<file path="src/rtl/stack_guard_pkg.sv">
package stack_guard_pkg;
  typedef enum logic [1:0] {
    OP_NONE = 2'd0,
    OP_PUSH = 2'd1,
    OP_POP  = 2'd2,
    OP_BAD  = 2'd3
  } op_e;

  localparam int unsigned FLG_OVF   = 0;
  localparam int unsigned FLG_UDF   = 1;
  localparam int unsigned FLG_PROTO = 2;
  localparam int unsigned NUM_FLG   = 3;
endpackage

</file>
<file path="src/rtl/stack_guard_dec.sv">
module stack_guard_dec
  import stack_guard_pkg::*;
#(
  parameter int unsigned MAX_CNT = 16,
  parameter int unsigned CNT_W   = $clog2(MAX_CNT + 1)
) (
  input  logic             push_i,
  input  logic             pop_i,
  input  logic [CNT_W-1:0] count_i,
  output op_e              op_o
);
  logic cnt_ok;
  assign cnt_ok = (count_i != '0) && (count_i <= CNT_W'(MAX_CNT));

  always_comb begin
    op_o = OP_NONE;
    if (push_i && pop_i)        op_o = OP_BAD;
    else if (push_i || pop_i) begin
      if (!cnt_ok)              op_o = OP_BAD;
      else if (push_i)          op_o = OP_PUSH;
      else                      op_o = OP_POP;
    end
  end
endmodule

</file>
<file path="src/rtl/stack_guard_cfg.sv">
module stack_guard_cfg #(
  parameter int unsigned ADDR_W = 32
) (
  input  logic              clk_i,
  input  logic              rst_ni,
  input  logic              load_i,
  input  logic              clear_i,
  input  logic [ADDR_W-1:0] base_i,
  input  logic [ADDR_W-1:0] limit_i,
  output logic [ADDR_W-1:0] base_o,
  output logic [ADDR_W-1:0] limit_o,
  output logic              cfg_err_o
);
  always_ff @(posedge clk_i or negedge rst_ni) begin
    if (!rst_ni) begin
      base_o    <= '0;
      limit_o   <= '0;
      cfg_err_o <= 1'b0;
    end else if (load_i) begin
      base_o    <= base_i;
      limit_o   <= limit_i;
      cfg_err_o <= (limit_i >= base_i);
    end else if (clear_i) begin
      cfg_err_o <= 1'b0;
    end
  end

  AST_CFG_ERR_SET: assert property (@(posedge clk_i) disable iff (!rst_ni)
    (load_i && (limit_i >= base_i)) |=> cfg_err_o);
  AST_CFG_ERR_OK: assert property (@(posedge clk_i) disable iff (!rst_ni)
    (load_i && (limit_i < base_i)) |=> !cfg_err_o);
endmodule

</file>
<file path="src/rtl/stack_guard_ptr.sv">
module stack_guard_ptr
  import stack_guard_pkg::*;
#(
  parameter int unsigned ADDR_W     = 32,
  parameter int unsigned CNT_W      = 5,
  parameter int unsigned WORD_BYTES = 4
) (
  input  logic              clk_i,
  input  logic              rst_ni,
  input  logic              load_i,
  input  logic [ADDR_W-1:0] load_val_i,
  input  op_e               op_i,
  input  logic [CNT_W-1:0]  count_i,
  input  logic [ADDR_W-1:0] base_q_i,
  input  logic [ADDR_W-1:0] limit_q_i,
  output logic [ADDR_W-1:0] sp_o,
  output logic              ovf_evt_o,
  output logic              udf_evt_o
);
  localparam int unsigned SHIFT = $clog2(WORD_BYTES);

  logic [ADDR_W-1:0] bytes;
  logic [ADDR_W:0]   dn_ext, up_ext;
  logic [ADDR_W-1:0] sp_q, sp_d;

  assign bytes  = ADDR_W'(count_i) << SHIFT;
  assign dn_ext = {1'b0, sp_q} - {1'b0, bytes};
  assign up_ext = {1'b0, sp_q} + {1'b0, bytes};

  always_comb begin
    sp_d      = sp_q;
    ovf_evt_o = 1'b0;
    udf_evt_o = 1'b0;
    if (load_i) begin
      sp_d = load_val_i;
    end else begin
      unique case (op_i)
        OP_PUSH: begin
          sp_d      = dn_ext[ADDR_W-1:0];
          ovf_evt_o = dn_ext[ADDR_W] || (dn_ext[ADDR_W-1:0] < limit_q_i);
        end
        OP_POP: begin
          sp_d      = up_ext[ADDR_W-1:0];
          udf_evt_o = up_ext[ADDR_W] || (up_ext[ADDR_W-1:0] > base_q_i);
        end
        default: sp_d = sp_q;
      endcase
    end
  end

  always_ff @(posedge clk_i or negedge rst_ni) begin
    if (!rst_ni) sp_q <= '0;
    else         sp_q <= sp_d;
  end

  assign sp_o = sp_q;

  AST_EVT_EXCL: assert property (@(posedge clk_i) disable iff (!rst_ni)
    !(ovf_evt_o && udf_evt_o));
  AST_BAD_HOLD: assert property (@(posedge clk_i) disable iff (!rst_ni)
    (!load_i && op_i == OP_BAD) |=> $stable(sp_q));
endmodule

</file>
<file path="src/rtl/stack_guard_flags.sv">
module stack_guard_flags #(
  parameter int unsigned NUM = 3
) (
  input  logic           clk_i,
  input  logic           rst_ni,
  input  logic           clear_i,
  input  logic [NUM-1:0] evt_i,
  output logic [NUM-1:0] flg_o
);
  for (genvar g = 0; g < NUM; g++) begin : g_flag
    always_ff @(posedge clk_i or negedge rst_ni) begin
      if (!rst_ni) flg_o[g] <= 1'b0;
      else         flg_o[g] <= (flg_o[g] && !clear_i) || evt_i[g];
    end

    AST_FLAG_STICKY: assert property (@(posedge clk_i) disable iff (!rst_ni)
      (flg_o[g] && !clear_i) |=> flg_o[g]);
    AST_FLAG_SET: assert property (@(posedge clk_i) disable iff (!rst_ni)
      evt_i[g] |=> flg_o[g]);
  end
endmodule

</file>
<file path="src/rtl/stack_guard.sv">
module stack_guard
  import stack_guard_pkg::*;
#(
  parameter int unsigned ADDR_W     = 32,
  parameter int unsigned MAX_CNT    = 16,
  parameter int unsigned WORD_BYTES = 4,
  parameter int unsigned CNT_W      = $clog2(MAX_CNT + 1)
) (
  input  logic              clk_i,
  input  logic              rst_ni,
  input  logic [ADDR_W-1:0] cfg_base_i,
  input  logic [ADDR_W-1:0] cfg_limit_i,
  input  logic              cfg_load_i,
  input  logic              clear_i,
  input  logic              push_i,
  input  logic              pop_i,
  input  logic [CNT_W-1:0]  count_i,
  output logic [ADDR_W-1:0] sp_o,
  output logic              ovf_o,
  output logic              udf_o,
  output logic              proto_err_o,
  output logic              cfg_err_o
);
  localparam int unsigned SHIFT = $clog2(WORD_BYTES);

  op_e               op;
  logic [ADDR_W-1:0] base_q, limit_q;
  logic              ovf_evt, udf_evt;
  logic [NUM_FLG-1:0] evt, flg;

  stack_guard_dec #(.MAX_CNT(MAX_CNT), .CNT_W(CNT_W)) u_dec (
    .push_i (push_i),
    .pop_i  (pop_i),
    .count_i(count_i),
    .op_o   (op)
  );

  stack_guard_cfg #(.ADDR_W(ADDR_W)) u_cfg (
    .clk_i    (clk_i),
    .rst_ni   (rst_ni),
    .load_i   (cfg_load_i),
    .clear_i  (clear_i),
    .base_i   (cfg_base_i),
    .limit_i  (cfg_limit_i),
    .base_o   (base_q),
    .limit_o  (limit_q),
    .cfg_err_o(cfg_err_o)
  );

  stack_guard_ptr #(.ADDR_W(ADDR_W), .CNT_W(CNT_W), .WORD_BYTES(WORD_BYTES)) u_ptr (
    .clk_i     (clk_i),
    .rst_ni    (rst_ni),
    .load_i    (cfg_load_i),
    .load_val_i(cfg_base_i),
    .op_i      (op),
    .count_i   (count_i),
    .base_q_i  (base_q),
    .limit_q_i (limit_q),
    .sp_o      (sp_o),
    .ovf_evt_o (ovf_evt),
    .udf_evt_o (udf_evt)
  );

  always_comb begin
    evt            = '0;
    evt[FLG_OVF]   = ovf_evt;
    evt[FLG_UDF]   = udf_evt;
    evt[FLG_PROTO] = !cfg_load_i && (op == OP_BAD);
  end

  stack_guard_flags #(.NUM(NUM_FLG)) u_flags (
    .clk_i  (clk_i),
    .rst_ni (rst_ni),
    .clear_i(clear_i),
    .evt_i  (evt),
    .flg_o  (flg)
  );

  assign ovf_o       = flg[FLG_OVF];
  assign udf_o       = flg[FLG_UDF];
  assign proto_err_o = flg[FLG_PROTO];

  AST_LOAD_BASE: assert property (@(posedge clk_i) disable iff (!rst_ni)
    cfg_load_i |=> (sp_o == $past(cfg_base_i)));
  AST_PUSH_STEP: assert property (@(posedge clk_i) disable iff (!rst_ni)
    (!cfg_load_i && push_i && !pop_i && count_i != '0 && count_i <= CNT_W'(MAX_CNT))
    |=> (sp_o == $past(sp_o) - (ADDR_W'($past(count_i)) << SHIFT)));
  AST_POP_STEP: assert property (@(posedge clk_i) disable iff (!rst_ni)
    (!cfg_load_i && pop_i && !push_i && count_i != '0 && count_i <= CNT_W'(MAX_CNT))
    |=> (sp_o == $past(sp_o) + (ADDR_W'($past(count_i)) << SHIFT)));
  AST_DUAL_REQ: assert property (@(posedge clk_i) disable iff (!rst_ni)
    (!cfg_load_i && push_i && pop_i) |=> proto_err_o);
  AST_IDLE_HOLD: assert property (@(posedge clk_i) disable iff (!rst_ni)
    (!cfg_load_i && !push_i && !pop_i) |=> $stable(sp_o));
endmodule

</file>
<file path="config.mk">
export PLATFORM = sky130hd
export DESIGN_NAME = stack_guard
export DESIGN_NICKNAME = d
export VERILOG_FILES = /design/src/rtl/stack_guard_pkg.sv /design/src/rtl/stack_guard_dec.sv /design/src/rtl/stack_guard_cfg.sv /design/src/rtl/stack_guard_ptr.sv /design/src/rtl/stack_guard_flags.sv /design/src/rtl/stack_guard.sv
export SDC_FILE = /design/constraint.sdc
export NUM_CORES = 1
export LEC_CHECK = 0
export ABC_CLOCK_PERIOD_IN_PS = 4700
export CAP_MARGIN = 20
export CORE_ASPECT_RATIO = 1.4
export CORE_MARGIN = 2
export CORE_UTILIZATION = 35
export CTS_CLUSTER_SIZE = 30
export DETAILED_ROUTE_END_ITERATION = 8
export HOLD_SLACK_MARGIN = 0.05
export RECOVER_POWER = 100
export SLEW_MARGIN = 20
export SYNTH_ARGS = -nofsm -noshare
export SYNTH_HDL_FRONTEND = slang
export SYNTH_HIERARCHICAL = 1
export SYNTH_SLANG_ARGS = --single-unit
</file>
<file path="constraint.sdc">
create_clock -name clk_i -period 4.7 [get_ports clk_i]
set_input_delay 1.41 -clock clk_i [delete_from_list [all_inputs] [get_ports clk_i]]
set_output_delay 1.41 -clock clk_i [all_outputs]
set_load 0.01 [all_outputs]
</file>
==> flow_summary_export.csv <==
group,metric,value,unit
finish,final_nets,1278,
worst_setup_path,rr_startpoint,"u_ptr/sp_o[11]$_DFFE_PN0N_",
logic_synthesis,synth_flop_cell,"dfrtp_1",
cts,cts_inserted_buffers,9,
worst_setup_path,crit_path_cell_trace,"dlygate4sd2_1, inv_2, ha_4, buf_4, nor2b_1, o31a_1, nand2b_4, or3_4, xnor2_4, ha_1, nand4_1, a211oi_2, nand2_2, a2111oi_4, o31a_1, o41ai_2, a21o_1",
grt,grt_pass1_wl,41400,microns
logic_synthesis,synth_edf_count,0,
worst_setup_path,setup.worst_path.start_class,"input port",
place,gp_congestion,0.901,
floorplanning,rows,66,
cts,cts_tree,"yes",
run,maxCapViolCount,2,
finish,synthToLayoutAreaGrowth,31.5,%
place,port-buffer-count,110,
sta,relSlewSlack,-31.9,%
finish,nFillCells,2286,
worst_setup_path,timing.rr.end,"u_flags/flg_o[0]$_DFF_PN0_",
place,place_inst,1384,
worst_setup_path,rrSetupSlack,0.80,ns
worst_setup_path,max_stage_delay,0.39,ns
sta,grt_setup_unrepaired,"true",
route,vias_per_cell,5.33,
worst_setup_path,cp_common_cell,"o31a_1",
outcome,violations,"capacitance limit, slew limit",
place,post-dp-hpwl,21300,microns
floorplanning,pin_count,111,
grt,antenna_found_initial,0,
route,vias,7505,
logic_synthesis,yosys_warnings,6,
grt,grt_util_all_layers,22.0,%
finish,final_cells,1407,
worst_setup_path,crit_buf_inv,3,
worst_hold_path,min_to,"u_flags/flg_o[2]$_DFF_PN0_",
finish,diodes,0,
logic_synthesis,synth_cells,917,
sta,finClkSkew,0.0123,ns
worst_setup_path,worst_r2r_path_depth,12,
sta,slew_viol_final,106,
finish,mostFrequentLayoutCells,"inv_1, buf_4, ha_1, dfrtp_1, clkdlybuf4s50_1",
floorplanning,die_width,134,microns
route,drc,0,
floorplanning,coreArea,23200,sq um
cts,cts-htree-levels,3,
sta,worst_pin_slew,1.98,ns
route,wl_per_cell,19.0,microns
worst_setup_path,critPathArrivalTime,4.92,ns
cts,cts_root_buffer,"clkbuf_16",
route,drt_iter0_drc,435,
route,wirelength,26700,microns
finish,drive_gt1_share,21.7,%
cts,path_clk_slew,0.07,ns
grt,grt_max_degree,74,
finish,final_common_cell,"inv_1",
cts,cts_buffer_depth,2,
sta,min_period,4.65,ns
floorplanning,start_util,35.6,%
power,p_leak,0.00508,uW
logic_synthesis,synthDistinctLibCells,75,
worst_hold_path,worstHoldStart,"u_flags/flg_o[2]$_DFF_PN0_",
worst_setup_path,cp_data_required_time,4.96,ns
logic_synthesis,ys_seq_area_share,30.3,%
power,peakVddDrop,0.203,mV
worst_setup_path,cp_max_fo,5,
finish,final_util,46.8,%
worst_setup_path,path_class,"input port to flip-flop",
floorplanning,die_area,24900,sq um
worst_setup_path,critPathSlowestCell,"or3_4",
logic_synthesis,synthesis.nets,1099,
logic_synthesis,synth-seq-cells,100,
worst_hold_path,min_path_cells,1,
worst_hold_path,hold_class,"flip-flop to flip-flop",
worst_setup_path,end_kind,"flip-flop",
sta,clock.fmax,215,MHz
grt,grt-ovfl-total,0,
cts,cts_sinks,100,
sta,final.period_utilization,99.0,%
sta,setup_violations,0,
sta,final_hold_viol_count,0,
logic_synthesis,async_flop_share,100,%
logic_synthesis,synth_area,8270,sq um
power,power_density,302,nW/um^2
grt,grt_pass1_vias,7629,
logic_synthesis,postSynthAreaPerCell,9.01,sq um
route,ant_nets,0,
cts,clock_latency,0.37,ns
floorplanning,die_h,186,microns
outcome,status,"complete, but fails checks",
route,drtPass1Iterations,5,
worst_setup_path,cpLargestDelayFamily,"compound AO/OA/AOI/OAI gates",
## report_power, final
| part | switching, uW | total, uW | internal (uW) |
|---|---|---|---|
| registers | 160 | 1120 | 959 |
| clock network | 353 | 820 | 467 |
| logic | 660 | 1340 | 680 |
## per-stage QoR
stage	hold slack [ns]	cell area [sq um]	setup TNS [ns]	total power (uW)	setup WS [ns]
after floorplan	0.481	8300	-0.100	1830	-0.100
after global placement	0.478	10300	-1.46	2390	-0.893
after detailed placement	0.487	10300	-1.57	2410	-0.940
after CTS	0.503	10900	0	3310	0.000163
after global routing	0.520	10900	-0.0378	3500	-0.0378
final	0.488	10900	0	3280	0.0468
## sequential cells by signal, indices dropped and copies added (netlist names)
register	flops
u_cfg/base_o	32
u_cfg/cfg_err_o	1
u_cfg/limit_o	32
u_flags/flg_o	3
u_ptr/sp_o	32
## layout make-up
cell class | count | area [sq um] | area share (%)
inverters | 113 | 427 | 3.92
repair buffers | 215 | 1880 | 17.3
clock inverters | 6 | 86.3 | 0.794
clock buffers | 10 | 229 | 2.11
flip-flops and latches | 100 | 2500 | 23.0
well taps | 306 | 383 | 3.52
multi-input cells | 657 | 5360 | 49.3
## metal layers
metal / track usage, % / up-vias / wire length [microns]
li1: - / 3590 / -
met1: 23.7 / 3602 / 9980
met2: 39.9 / 244 / 13800
met3: 3.68 / 69 / 1250
met4: 14.0 / 0 / 1720
met5: 0 / - / 0
## kinds of logic after synthesis
| logic type | Yosys count | share of synthesized area (%) |
|---|---|---|
| compound gates | 192 | 15.9 |
| xor+xnor | 60 | 6.36 |
| simple gates | 231 | 14.4 |
| flops | 100 | 30.3 |
| buf+inv | 160 | 7.60 |
| mux | 67 | 9.10 |
| fa+ha+maj | 107 | 16.4 |
## cells in the mapped netlist (8+ instances only)
master	count	area share (%)
a211oi_1	13	1.2
a21o_1	15	1.4
a21oi_1	41	2.5
a22oi_1	9	0.82
and3_1	8	0.61
buf_2	10	0.61
clkbuf_1	32	1.5
dfrtp_1	100	30
ha_1	105	16
inv_1	112	5.1
mux2_2	65	8.9
nand2_1	67	3.0
nand2b_1	9	0.68
nand3_1	18	1.1
nand4_1	22	1.7
nor2_1	46	2.1
nor2b_1	8	0.61
nor3_1	16	0.97
o21a_1	8	0.73
o21ai_0	36	2.2
o22ai_1	8	0.61
xnor2_1	33	3.5
xor2_1	27	2.9
## how the worst max path moves through the flow
stage / slack [ns] / depth (start not counted) / endpoint / startpoint
after global placement: -0.89 / 17 / u_flags/flg_o[0]$_DFF_PN0_ / count_i[2]
after CTS: 0.0002 / 17 / u_flags/flg_o[0]$_DFF_PN0_ / count_i[0]
after floorplan: -0.10 / 17 / u_flags/flg_o[0]$_DFF_PN0_ / count_i[1]
after detailed placement: -0.94 / 17 / u_flags/flg_o[0]$_DFF_PN0_ / count_i[2]
after global routing: -0.04 / 19 / u_flags/flg_o[0]$_DFF_PN0_ / count_i[2]
final: 0.05 / 17 / u_flags/flg_o[0]$_DFF_PN0_ / count_i[2]
## timing repair
item | 4_1_cts | 5_1_grt
pin swaps | 18 | 9
hold buffers | 0 | 0
endpoints found under the setup margin | 2 | 2
buffers inserted | 7 | 0
gates resized for setup | 45 | 7
Note: power is estimated with default switching activity, not from simulation.
